--- src/rtl/dtmf_pkg.sv ---
package dtmf_pkg;

    localparam int PH_W    = 16;   // phase accumulator width
    localparam int IDX_W   = 8;    // phase bits used by the shape
    localparam int SHAPE_W = 14;   // signed shape width
    localparam int LVL_W   = 16;   // signed per-tone level width
    localparam int KEY_W   = 4;
    localparam int HALF_MAX = (1 << (IDX_W - 1)) - 1;

    // high group gain 323/256 ~ +2.0 dB
    localparam int HI_GAIN_NUM = 323;
    localparam int LO_GAIN_NUM = 256;
    localparam int GAIN_SHIFT  = 8;

    typedef struct packed {
        logic [1:0] row;
        logic [1:0] col;
    } key_pos_t;

    function automatic int row_hz(input int i);
        case (i)
            0: return 697;
            1: return 770;
            2: return 852;
            default: return 941;
        endcase
    endfunction

    function automatic int col_hz(input int i);
        case (i)
            0: return 1209;
            1: return 1336;
            2: return 1477;
            default: return 1633;
        endcase
    endfunction

    function automatic logic [PH_W-1:0] phase_inc(input int hz, input int clk_hz, input int div);
        longint num;
        num = longint'(hz) * (longint'(1) << PH_W) * longint'(div);
        return PH_W'((num + longint'(clk_hz / 2)) / longint'(clk_hz));
    endfunction

    function automatic key_pos_t decode_key(input logic [KEY_W-1:0] c);
        key_pos_t k;
        case (c)
            4'd0:  k = '{row: 2'd3, col: 2'd3};
            4'd10: k = '{row: 2'd3, col: 2'd1};
            4'd11: k = '{row: 2'd3, col: 2'd0};
            4'd12: k = '{row: 2'd3, col: 2'd2};
            4'd13, 4'd14, 4'd15: k = '{row: 2'(c - 4'd13), col: 2'd3};
            default: begin
                k.row = 2'((c - 4'd1) / 4'd3);
                k.col = 2'((c - 4'd1) % 4'd3);
            end
        endcase
        return k;
    endfunction

    // parabolic half-wave, sign from the top index bit
    function automatic logic signed [SHAPE_W-1:0] tone_shape(input logic [IDX_W-1:0] idx);
        int p;
        int m;
        p = int'(idx[IDX_W-2:0]);
        m = p * (HALF_MAX - p);
        return idx[IDX_W-1] ? -SHAPE_W'(m) : SHAPE_W'(m);
    endfunction

endpackage

--- src/rtl/dtmf_keymap.sv ---
module dtmf_keymap
    import dtmf_pkg::*;
#(
    parameter int CLK_HZ   = 3579545,
    parameter int TICK_DIV = 448
) (
    input  logic [KEY_W-1:0] code,
    output logic [PH_W-1:0]  inc_lo,
    output logic [PH_W-1:0]  inc_hi
);

    localparam int GROUP_N = 4;

    logic [PH_W-1:0] row_inc [GROUP_N];
    logic [PH_W-1:0] col_inc [GROUP_N];
    key_pos_t pos;

    for (genvar gi = 0; gi < GROUP_N; gi++) begin : g_inc
        assign row_inc[gi] = phase_inc(row_hz(gi), CLK_HZ, TICK_DIV);
        assign col_inc[gi] = phase_inc(col_hz(gi), CLK_HZ, TICK_DIV);
    end

    always_comb begin
        pos    = decode_key(code);
        inc_lo = row_inc[pos.row];
        inc_hi = col_inc[pos.col];
    end

endmodule

--- src/rtl/dtmf_tone_osc.sv ---
module dtmf_tone_osc
    import dtmf_pkg::*;
#(
    parameter int GAIN_NUM = 256,
    parameter int G_SHIFT  = 8
) (
    input  logic                    clk,
    input  logic                    clear,
    input  logic                    advance,
    input  logic [PH_W-1:0]         inc,
    output logic signed [LVL_W-1:0] level
);

    localparam int PROD_W = SHAPE_W + 12;

    logic [PH_W-1:0]            phase;
    logic signed [SHAPE_W-1:0]  shp;
    logic signed [PROD_W-1:0]   prod;

    always_ff @(posedge clk) begin
        if (clear)
            phase <= '0;
        else if (advance)
            phase <= phase + inc;
    end

    always_comb begin
        shp   = tone_shape(phase[PH_W-1 -: IDX_W]);
        prod  = PROD_W'(shp) * PROD_W'(GAIN_NUM);
        level = LVL_W'(prod >>> G_SHIFT);
    end

endmodule

--- src/rtl/dtmf_mix.sv ---
module dtmf_mix
    import dtmf_pkg::*;
#(
    parameter int OUT_W = 14
) (
    input  logic signed [LVL_W-1:0] lo,
    input  logic signed [LVL_W-1:0] hi,
    input  logic                    atten,
    output logic signed [OUT_W-1:0] mixed
);

    localparam int SUM_W = LVL_W + 1;
    localparam logic signed [SUM_W-1:0] MAX_V = SUM_W'((1 << (OUT_W - 1)) - 1);
    localparam logic signed [SUM_W-1:0] MIN_V = -SUM_W'(1 << (OUT_W - 1));

    logic signed [SUM_W-1:0] sum;
    logic signed [SUM_W-1:0] scaled;

    always_comb begin
        sum    = SUM_W'(lo) + SUM_W'(hi);
        scaled = atten ? (sum >>> 1) : sum;
        if (scaled > MAX_V)
            mixed = OUT_W'(MAX_V);
        else if (scaled < MIN_V)
            mixed = OUT_W'(MIN_V);
        else
            mixed = OUT_W'(scaled);
    end

endmodule

--- src/rtl/dtmf_gen.sv ---
module dtmf_gen
    import dtmf_pkg::*;
#(
    parameter int CLK_HZ   = 3579545,
    parameter int TICK_DIV = 448,
    parameter int OUT_W    = 14
) (
    input  logic                    clk,
    input  logic                    powerdown,
    input  logic                    sample_tick,
    input  logic                    tx_en,
    input  logic [KEY_W-1:0]        key_code,
    input  logic                    atten,
    output logic signed [OUT_W-1:0] sample_out
);

    logic                    en_d;
    logic [KEY_W-1:0]        code_q;
    logic                    active;
    logic                    osc_clear;
    logic                    osc_adv;
    logic [PH_W-1:0]         inc_lo;
    logic [PH_W-1:0]         inc_hi;
    logic signed [LVL_W-1:0] lvl_lo;
    logic signed [LVL_W-1:0] lvl_hi;
    logic signed [OUT_W-1:0] mixed;

    assign active    = tx_en & en_d;
    assign osc_clear = powerdown | ~active;
    assign osc_adv   = active & sample_tick;

    dtmf_keymap #(.CLK_HZ(CLK_HZ), .TICK_DIV(TICK_DIV)) u_map (
        .code   (code_q),
        .inc_lo (inc_lo),
        .inc_hi (inc_hi)
    );

    dtmf_tone_osc #(.GAIN_NUM(LO_GAIN_NUM), .G_SHIFT(GAIN_SHIFT)) u_osc_lo (
        .clk     (clk),
        .clear   (osc_clear),
        .advance (osc_adv),
        .inc     (inc_lo),
        .level   (lvl_lo)
    );

    dtmf_tone_osc #(.GAIN_NUM(HI_GAIN_NUM), .G_SHIFT(GAIN_SHIFT)) u_osc_hi (
        .clk     (clk),
        .clear   (osc_clear),
        .advance (osc_adv),
        .inc     (inc_hi),
        .level   (lvl_hi)
    );

    dtmf_mix #(.OUT_W(OUT_W)) u_mix (
        .lo    (lvl_lo),
        .hi    (lvl_hi),
        .atten (atten),
        .mixed (mixed)
    );

    always_ff @(posedge clk) begin
        if (powerdown) begin
            en_d       <= 1'b0;
            code_q     <= '0;
            sample_out <= '0;
        end else begin
            en_d <= tx_en;
            if (tx_en && !en_d)
                code_q <= key_code;
            if (!active)
                sample_out <= '0;
            else if (sample_tick)
                sample_out <= mixed;
        end
    end

endmodule

--- config.mk ---
export PLATFORM = sky130hd
export DESIGN_NAME = dtmf_gen
export DESIGN_NICKNAME = d
export VERILOG_FILES = /design/src/rtl/dtmf_pkg.sv /design/src/rtl/dtmf_keymap.sv /design/src/rtl/dtmf_tone_osc.sv /design/src/rtl/dtmf_mix.sv /design/src/rtl/dtmf_gen.sv
export SDC_FILE = /design/constraint.sdc
export NUM_CORES = 1
export LEC_CHECK = 0
export ABC_AREA = 1
export BUFFER_PORTS_ARGS = -buffer_cell sky130_fd_sc_hd__buf_2
export CAP_MARGIN = 20
export CORE_MARGIN = 2
export CORE_UTILIZATION = 50
export DETAILED_ROUTE_END_ITERATION = 16
export PLACE_DENSITY = 0.7
export SYNTH_ARGS = -nofsm -noshare
export SYNTH_HDL_FRONTEND = slang
export SYNTH_SLANG_ARGS = --single-unit
--- constraint.sdc ---
create_clock -name clk -period 22.3 [get_ports clk]
set_input_delay 1.115 -clock clk [delete_from_list [all_inputs] [get_ports clk]]
set_output_delay 1.115 -clock clk [all_outputs]
set_load 0.01 [all_outputs]
==> results.toml <==
[cts]
cts_setup_buffers = 0
cts_max_level = 2
cts_resized = 0
cts-root-buf = "clkbuf_16"
cts_tree = "done"
cts_sinks = 51
clockBufferDepth = 2
clock_latency_ns = 0.30
ctsHoldBuffers = 0
cts_buffers = 5
clk_pin_slew_ns = 0.07

[global_routing]
grt_first_pass_wirelength_um = 35400
track_usage_pct = 20.4
antenna_found_initial = 0
first_global_vias = 8139
grt_max_degree = 31
grt_overflow_total = 0

[placed_design]
portBuffers = 22
dpl.cell_count = 1648
dp.final_hpwl_um = 17000
gp_congestion = 0.893

[worst_setup_path]
max_stage_delay_ns = 0.55
setup.worst_path.start = "u_osc_hi.phase[11]"
worstSetupEndpoint = "sample_out[6]"
path_common_cell = "nand2_1"
rrSetupSlack_ns = 12.75
cp.required_ns = 22.47
reg2reg_from = "u_osc_hi.phase[11]"
path_class = "register to register"
crit_slowest_cell = "fa_1"
reg2reg_depth = 47
worst_setup_path_start_kind = "register"
cp.arrival_ns = 9.72
r2r_end = "sample_out[6]"
crit_fanout = 8
critPathCaptureType = "register"

[routing]
vias = 8463
viasPerCell = 5.11
drc = 0
firstDrtPassIters = 7
wirelength_um = 20200
antenna_left = 0
drt_iter0_drc = 377
post_drt_wl_per_cell_um = 12.2

[timing]
clock_skew_ns = 0.00960
finalHoldWorstSlack_ns = 0.462
fin_crit_ns = 9.55
setup_tns_ns = 0
fmax_mhz = 105
grt_setup_unrepaired = "no"
hold_viol = 0
drv_slew = 0
tightestPinTransition_ns = 0.898
fin_crit_sh_pct = 42.8
setup_viol = 0
relSlewSlack_pct = 40.1

[logic_synthesis]
ys_ff_latch = 51
syn_inst = 1376
syn_nets = 1640
synth_area_per_cell_um2 = 7.12
synth_top_flop_cell = "dfxtp_1"
async_flop_share_pct = 0
yosysWarnings = 0
seq_area_frac_synth_pct = 10.4
synth.distinct_cells = 51
synth_edf_count = 0
syn_area_mm2 = 0.00980

[floorplan]
dieWidth_um = 144
core-area_mm2 = 0.0193
initial_core_util_pct = 50.7
io_pins = 23
die_y_um = 144
dieArea_mm2 = 0.0207
fp-row-count = 51

[power]
power.leakage_nw = 6.23
power.density_mw_per_mm2 = 27.6
ir_drop_mv = 0.0313
total_power_w = 0.000286

[cells_and_area]
final_common_cell = "inv_1"
final_util_pct = 53.6
area.growth.synth_to_final_pct = 5.67
layout_common_cells = "inv_1 (257), nand2_1 (230), ha_1 (195)"
nets = 1654
antenna_cells = 0
drive_gt1_share_pct = 5.90
instances_no_fill = 1655

[run_status]
status = "completed"

[flow_run]
maxCapViolations = 0

[hold_path]
min_path_type = "register to register"
critical path, delay by kind of cell, from the launching register on:
family,cells,cell delay (ns)
AOI/OAI and AO/OA,6,0.91
buffers and inverters,10,0.88
DFF,1,0.50
xor gates and xnor gates,2,0.67
and+or+nand+nor,17,1.69
adders and majority gates,12,4.76
synth_stat cells, types with 2 or more instances:
library cell,count,area share (%)
o21ai_1,9,0.46
or2_2,4,0.26
nand3_1,56,2.9
a21o_1,7,0.54
dfxtp_1,51,10
nor2_2,3,0.19
a31oi_1,3,0.19
nor3_1,11,0.56
o31ai_1,3,0.23
ha_1,195,25
o21ai_2,2,0.18
inv_1,257,9.8
xor2_1,53,4.7
clkinv_1,4,0.15
o21a_1,6,0.46
o211ai_1,8,0.61
and2_1,2,0.13
xnor2_1,20,1.8
o21ai_0,62,3.2
nand2_2,17,1.1
o21bai_1,12,0.92
inv_2,9,0.34
a21oi_4,2,0.33
nand2_4,2,0.23
nand3b_1,6,0.46
fa_1,60,12
nand4_1,9,0.57
xor2_2,3,0.50
a21oi_1,114,5.8
clkbuf_1,15,0.57
nand2_1,230,8.8
nor2_1,118,4.5
a211oi_1,5,0.38
worst min-delay path by stage:
stage	startpoint	endpoint	slack, ns	cells after the start
6_report	sample_out[9]	sample_out[9]	0.46	2
3_5_place_dp	sample_out[9]	sample_out[9]	0.45	2
5_1_grt	sample_out[9]	sample_out[9]	0.48	2
2_1_floorplan	u_osc_hi.phase[3]	u_osc_hi.phase[3]	0.47	2
4_1_cts	sample_out[9]	sample_out[9]	0.46	2
3_3_place_gp	sample_out[13]	sample_out[13]	0.45	2
state kept, by name (all words and copies together), names as in the netlist:
register,count
u_osc_hi.phase,16
u_osc_lo.phase,16
sample_out,14
code_q,4
en_d,1
layout make-up:
cell class                      instances  area [um^2]
Clock buffer                            6          129
Clock inverter                          1         30.0
Fill cell                            1935         8980
Inverter                              271         1020
Multi-Input combinational cell       1037         7700
Sequential cell                        51         1020
Tap cell                              265          332
Timing Repair Buffer                   24          125
stage by stage:
step	instance area, um^2	setup WS [ns]
floorplan	9800	13.86
global route	10400	11.92
detailed placement	10200	12.79
CTS	10400	12.77
finish	10400	12.75
global placement	10200	12.95
power by group:
| group | total (W) | internal (W) | switching (W) |
|---|---|---|---|
| registers | 0.0000934 | 0.0000922 | 0.00000122 |
| clock network | 0.0000873 | 0.0000525 | 0.0000349 |
| logic | 0.000106 | 0.0000402 | 0.0000653 |
| total | 0.000286 | 0.000185 | 0.000101 |
cell families (layout without fill, tap and decap cells):
| kind of cell | after synthesis | in the layout | share of synthesized area, % |
|---|---|---|---|
| AOI/OAI and AO/OA | 239 | 239 | 13.8 |
| xor gates and xnor gates | 76 | 76 | 7.02 |
| adders and majority gates | 255 | 255 | 37.1 |
| buffers and inverters | 288 | 302 | 11.1 |
| DFF | 51 | 51 | 10.4 |
| and+or+nand+nor | 467 | 467 | 20.5 |
routing by layer:
metal	part of all wire, %	track usage [%]	up-vias
met5	0	0	-
met2	48	36.5	117
li1	-	-	4442
met3	2.4	2.05	20
met1	48	26.7	3884
met4	1.7	4.49	0
(Power assumes the default switching activity.)
